**src/rtl/sclgen_pkg.sv**
```systemverilog
package sclgen_pkg;

    // Clock generator phase states
    typedef enum logic [1:0] {
        ST_IDLE = 2'd0,   // stopped, line released, counter tracks reload
        ST_LOW  = 2'd1,   // line pulled low, counting
        ST_WAIT = 2'd2,   // line released, counter frozen until high sample
        ST_HIGH = 2'd3    // line released and high, counting
    } scl_state_t;

endpackage

```
**src/rtl/sclgen_baud.sv**
```systemverilog
module sclgen_baud #(
    parameter int RLD_W = 7
) (
    input  logic             clk,
    input  logic             rst,
    input  logic             tick,
    input  logic             load,
    input  logic             dec_en,
    input  logic [RLD_W-1:0] reload,
    output logic [RLD_W-1:0] count,
    output logic             zero,
    output logic             at_half
);

    logic [RLD_W-1:0] half_val;

    assign half_val = reload >> 1;
    assign zero     = (count == '0);
    assign at_half  = (count == half_val);

    // Load wins over decrement; decrement only on the machine-cycle strobe
    always_ff @(posedge clk) begin
        if (rst) begin
            count <= '0;
        end else if (load) begin
            count <= reload;
        end else if (tick && dec_en && !zero) begin
            count <= count - 1'b1;
        end
    end

    AST_LOAD_TAKES: assert property (@(posedge clk) disable iff (rst)
        load |=> (count == $past(reload)));

    AST_STEP_ONE: assert property (@(posedge clk) disable iff (rst)
        (tick && dec_en && !load && !zero) |=> (count == $past(count) - 1'b1));

    AST_NO_DRIFT: assert property (@(posedge clk) disable iff (rst)
        (!tick && !load) |=> $stable(count));

endmodule

```
**src/rtl/sclgen_fsm.sv**
```systemverilog
module sclgen_fsm
    import sclgen_pkg::*;
(
    input  logic       clk,
    input  logic       rst,
    input  logic       tick,
    input  logic       run,
    input  logic       scl_in,
    input  logic       cnt_zero,
    input  logic       cnt_half,
    output logic       cnt_load,
    output logic       cnt_dec,
    output logic       pull_low,
    output logic       rise_pulse,
    output logic       mid_pulse,
    output logic       stretch_flag,
    output scl_state_t state_o
);

    scl_state_t state_q;
    scl_state_t state_d;

    // Next-state decision
    always_comb begin
        state_d = state_q;
        unique case (state_q)
            ST_IDLE: begin
                if (run && tick) state_d = ST_LOW;
            end
            ST_LOW: begin
                if (!run)                 state_d = ST_IDLE;
                else if (tick && cnt_zero) state_d = ST_WAIT;
            end
            ST_WAIT: begin
                if (!run)                 state_d = ST_IDLE;
                else if (tick && scl_in)  state_d = ST_HIGH;
            end
            ST_HIGH: begin
                if (!run)                 state_d = ST_IDLE;
                else if (tick && cnt_zero) state_d = ST_LOW;
            end
            default: state_d = ST_IDLE;
        endcase
    end

    // State register
    always_ff @(posedge clk) begin
        if (rst) state_q <= ST_IDLE;
        else     state_q <= state_d;
    end

    // Outputs and counter controls
    always_comb begin
        cnt_load     = 1'b0;
        cnt_dec      = 1'b0;
        pull_low     = 1'b0;
        rise_pulse   = 1'b0;
        mid_pulse    = 1'b0;
        stretch_flag = 1'b0;
        unique case (state_q)
            ST_IDLE: begin
                cnt_load = 1'b1;
            end
            ST_LOW: begin
                pull_low = 1'b1;
                cnt_dec  = 1'b1;
            end
            ST_WAIT: begin
                stretch_flag = !scl_in;
                if (run && tick && scl_in) begin
                    cnt_load   = 1'b1;
                    rise_pulse = 1'b1;
                end
            end
            ST_HIGH: begin
                cnt_dec   = 1'b1;
                mid_pulse = tick && cnt_half;
                if (run && tick && cnt_zero) cnt_load = 1'b1;
            end
            default: ;
        endcase
    end

    assign state_o = state_q;

    AST_STOP_RELEASES: assert property (@(posedge clk) disable iff (rst)
        !run |=> !pull_low);

    AST_TICK_PACED: assert property (@(posedge clk) disable iff (rst)
        (!tick && run) |=> $stable(state_q));

    AST_FROZEN_WAIT: assert property (@(posedge clk) disable iff (rst)
        (state_q == ST_WAIT && !scl_in) |=> (state_q != ST_HIGH));

    AST_MID_LINE_HIGH: assert property (@(posedge clk) disable iff (rst)
        mid_pulse |-> scl_in);

    AST_RISE_THEN_HIGH: assert property (@(posedge clk) disable iff (rst)
        rise_pulse |=> (state_q == ST_HIGH));

    AST_LOW_EXIT_RELEASE: assert property (@(posedge clk) disable iff (rst)
        (state_q == ST_LOW && run && tick && cnt_zero) |=> !pull_low);

endmodule

```
**src/rtl/scl_clock_gen.sv**
```systemverilog
module scl_clock_gen #(
    parameter int RLD_W = 7
) (
    input  logic             clk,
    input  logic             rst,
    input  logic             tick,
    input  logic             run,
    input  logic [RLD_W-1:0] reload,
    input  logic             scl_in,
    output logic             scl_pull_low,
    output logic             high_mid,
    output logic             rise_evt,
    output logic             stretch
);
    import sclgen_pkg::*;

    logic             cnt_load;
    logic             cnt_dec;
    logic             cnt_zero;
    logic             cnt_half;
    logic [RLD_W-1:0] cnt_val;
    scl_state_t       cur_state;

    sclgen_baud #(.RLD_W(RLD_W)) u_baud (
        .clk     (clk),
        .rst     (rst),
        .tick    (tick),
        .load    (cnt_load),
        .dec_en  (cnt_dec),
        .reload  (reload),
        .count   (cnt_val),
        .zero    (cnt_zero),
        .at_half (cnt_half)
    );

    sclgen_fsm u_fsm (
        .clk          (clk),
        .rst          (rst),
        .tick         (tick),
        .run          (run),
        .scl_in       (scl_in),
        .cnt_zero     (cnt_zero),
        .cnt_half     (cnt_half),
        .cnt_load     (cnt_load),
        .cnt_dec      (cnt_dec),
        .pull_low     (scl_pull_low),
        .rise_pulse   (rise_evt),
        .mid_pulse    (high_mid),
        .stretch_flag (stretch),
        .state_o      (cur_state)
    );

    AST_STRETCH_FREEZE: assert property (@(posedge clk) disable iff (rst)
        (cur_state == ST_WAIT && !scl_in) |=> $stable(cnt_val));

    AST_STRETCH_FLAG: assert property (@(posedge clk) disable iff (rst)
        stretch |-> (!scl_in && !scl_pull_low));

    AST_IDLE_TRACKS: assert property (@(posedge clk) disable iff (rst)
        (cur_state == ST_IDLE) |=> (cnt_val == $past(reload)));

endmodule

```
**config.mk**
```make
export PLATFORM = sky130hd
export DESIGN_NAME = scl_clock_gen
export DESIGN_NICKNAME = d
export VERILOG_FILES = /design/src/rtl/sclgen_pkg.sv /design/src/rtl/sclgen_baud.sv /design/src/rtl/sclgen_fsm.sv /design/src/rtl/scl_clock_gen.sv
export SDC_FILE = /design/constraint.sdc
export NUM_CORES = 1
export LEC_CHECK = 0
export ABC_AREA = 1
export BUFFER_PORTS_ARGS = -buffer_cell sky130_fd_sc_hd__buf_2
export CORE_MARGIN = 4
export CORE_UTILIZATION = 52
export DETAILED_ROUTE_END_ITERATION = 7
export PLACE_DENSITY = 0.76
export SYNTH_ARGS = -nofsm -noshare
export SYNTH_HDL_FRONTEND = slang
export SYNTH_SLANG_ARGS = --single-unit
```
**constraint.sdc**
```tcl
create_clock -name clk -period 2 [get_ports clk]
set_input_delay 0.4 -clock clk [delete_from_list [all_inputs] [get_ports clk]]
set_output_delay 0.4 -clock clk [all_outputs]
set_load 0.02 [all_outputs]
```
==> metrics.txt <==
Die Wd=46.4 um; gpl congestion=0.836; Root Driver=clkbuf_4; Worst path top cell family by delay=flip-flops; cts bufs inserted=3; kind of critical path=reg -> out; unrepaired setup endpoints after global routing=no; vias in the first global route=721; worst endpoint required time=1.60 ns; Logic pwr share=0.512; asr flop ratio synth=0; first-iteration detailed-routing DRC count=12; PD cells=983 nW/um2; Max-Cap Viols=0; Period Utilization, post-route=0.903; total wire length=1690 um; Worst Setup End Kind=output port; fmax=554 MHz; hold depth=2; crit path max-delay cell type=dfxtp_1; initial antenna violation count=0; Worst Setup Start Kind=register; Int Power=466 uW; final setup fails=0; Worst EP arrival=1.41 ns; count of final hold-check violations=0; Final Skew=0.00547 ns; vias per cell=5.20; vias=790; FF-to-FF path depth=9; Worst Max-Slew Pin Slew=0.293 ns; share of cells above drive strength 1=0.197; Net Sw Frac=0.467; DP Worst Slack=0.329 ns; Core ar.=1350 um2; largest net degree at the start of global routing=11; met3 GRT Util=0.0469; Post-Syn Nets=131; slowest cell delay on critical path=0.43 ns; Sink Count=9; syn avg cell area=6.51 um2; WP buf/inv=2; I/O pin cnt=16; clk_lat worst skew=0.27 ns; power share of the clock group=0.170; P_leak=0.450 nW; # diodes=0; clock-pin slew on the worst setup and hold paths=0.07 ns; first-pass GRT wire length=2990 um; Initial Utilization=0.569; wire per inst=11.1 um; post_cts resized=0; Area growth syn-to-layout=15.6%; Yosys reg bits=9; hold buffers post-CTS=0; sw power=408 uW; filler instances=143; Max Buffers Root-to-Sink=2; CTS tree=built; IO Port Bufs=15; GRT Util Overall=0.201; DR DRC count=0; Final Max Slew Viols=0; H-tree levels=1; critical path peak fanout=4; Synth Instances=118; TNS Setup=0 ns; status=finished clean; Setup WS post-layout=0.194 ns; M1 GR Usage=0.256; Post-synth EDFFs=0; Routed Antenna Nets=0; normalized max-slew margin=0.804; CP cell instances=inv_1, nand2_1, nand3_1, nor4_1, buf_2; overall die height=46.4 um; HP Class=in -> reg; Primary FF master, synth=dfxtp_1; post-synth cell types=22; peak supply drop=0.537 mV; nets=151; met2 GRT Util=0.308; Rows=13; detailed placement HPWL=1330 um; post-CTS setup repair buffer count=0; sequential power share=0.318; GR peak layer=met2; Seq/Total Area, Yosys=0.235; WP depth=5; Syn Std Cell Area=768 um2; die area=2160 um2; GR Overflow Total=0; first-pass iteration count of the detailed router=4; Min Clock Period, post-route=1.81 ns; Ys Warns=0
[per-layer routing]
layer	vias up	share of wire
met5	-	0
met4	0	0.022
met3	5	0.043
met2	14	0.45
met1	353	0.49
li1	418	-
[per-stage QoR]
stage / util / area (um2) / instances / hold WS [ns] / total power [mW]
after detailed placement: 0.639 / 862 / 148 / 0.491 / 0.725
final: 0.658 / 888 / 152 / 0.383 / 0.874
after CTS: 0.658 / 888 / 152 / 0.384 / 0.876
after floorplan: - / 768 / 118 / 0.462 / 0.628
after global placement: 0.639 / 862 / 148 / 0.488 / 0.715
after global routing: 0.658 / 888 / 152 / 0.404 / 0.961
[area by class of cell]
class                           count  area [um2]  share of cell area
Clock buffer                        4        26.3              0.0296
Sequential cell                     9         180               0.203
Timing Repair Buffer               15        75.1              0.0845
Tap cell                           15        18.8              0.0211
Multi-Input combinational cell     90         517               0.582
Inverter                           19        71.3              0.0803
[power by group through the flow]
| stage | logic (mW) | clock network, mW | registers, mW |
|---|---|---|---|
| 6_report | 0.447 | 0.149 | 0.278 |
| 5_1_grt | 0.513 | 0.163 | 0.285 |
| 4_1_cts | 0.447 | 0.152 | 0.277 |
| 3_5_place_dp | 0.444 | 0 | 0.281 |
| 3_3_place_gp | 0.435 | 0 | 0.280 |
| 2_1_floorplan | 0.358 | 0 | 0.270 |
[worst paths after layout]
kind / start / slack [ns] / endpoint
worst max-delay path: u_baud.count[4] / 0.19 / high_mid
worst min-delay path: rst / 0.38 / u_baud.count[3]
worst max register to register: u_baud.count[0] / 0.33 / u_baud.count[3]
worst min register to register: u_baud.count[6] / 0.50 / u_baud.count[6]
[sequential cells by signal, summed over array words and instances, names as in the netlist]
register       flops
u_fsm.state_o      2
u_baud.count       7
[logic make-up (layout without fill, tap and decap cells)]
logic type,after synthesis,after routing,synth area share
AO/OA/AOI/OAI,13,13,0.111
XOR/XNOR,9,9,0.103
adder cells (fa/ha/maj),1,1,0.0163
buffers and inverters,19,38,0.0928
flip-flops,9,9,0.235
AND/OR/NAND/NOR,67,67,0.443
[Yosys cell counts (2+ instances only)]
cell type / n / area share
xnor2_1: 4 / 0.046
nand3_1: 18 / 0.12
a21oi_1: 7 / 0.046
nor2_4: 3 / 0.044
dfxtp_1: 9 / 0.23
xor2_1: 5 / 0.057
nand3b_1: 2 / 0.020
inv_1: 19 / 0.093
nor2_1: 9 / 0.044
nand2_4: 3 / 0.044
o21ai_0: 2 / 0.013
nand2_1: 27 / 0.13
[worst reg2reg max path, stage by stage (launching register included)]
cell and delay [ns]:
dfxtp_1 0.34, inv_1 0.09, ha_1 0.24, nand2_1 0.17, o21ai_4 0.32, inv_1 0.14, nand2_1 0.09, nand2_1 0.06
nand2_1 0.07, a21oi_2 0.05
[layout by cell type, fill, tap and decap left out]
cell	netlist	layout
nand4_1	1	1
buf_2	0	15
nand2_4	3	3
xnor2_1	4	4
xor2_1	5	5
nor3b_1	1	1
nand3_1	18	18
nand3b_1	2	2
nand2_2	1	1
a21oi_1	7	7
nand2_1	27	27
o21ai_0	2	2
a21oi_2	1	1
nor2_4	3	3
inv_1	19	19
o21ai_4	1	1
o211ai_1	1	1
nor2_1	9	9
clkbuf_4	0	3
dfxtp_1	9	9
or2_1	1	1
ha_1	1	1
clkbuf_1	0	1
nor4_1	1	1
o31ai_1	1	1
No activity file was read; power rests on OpenSTA's default activity.
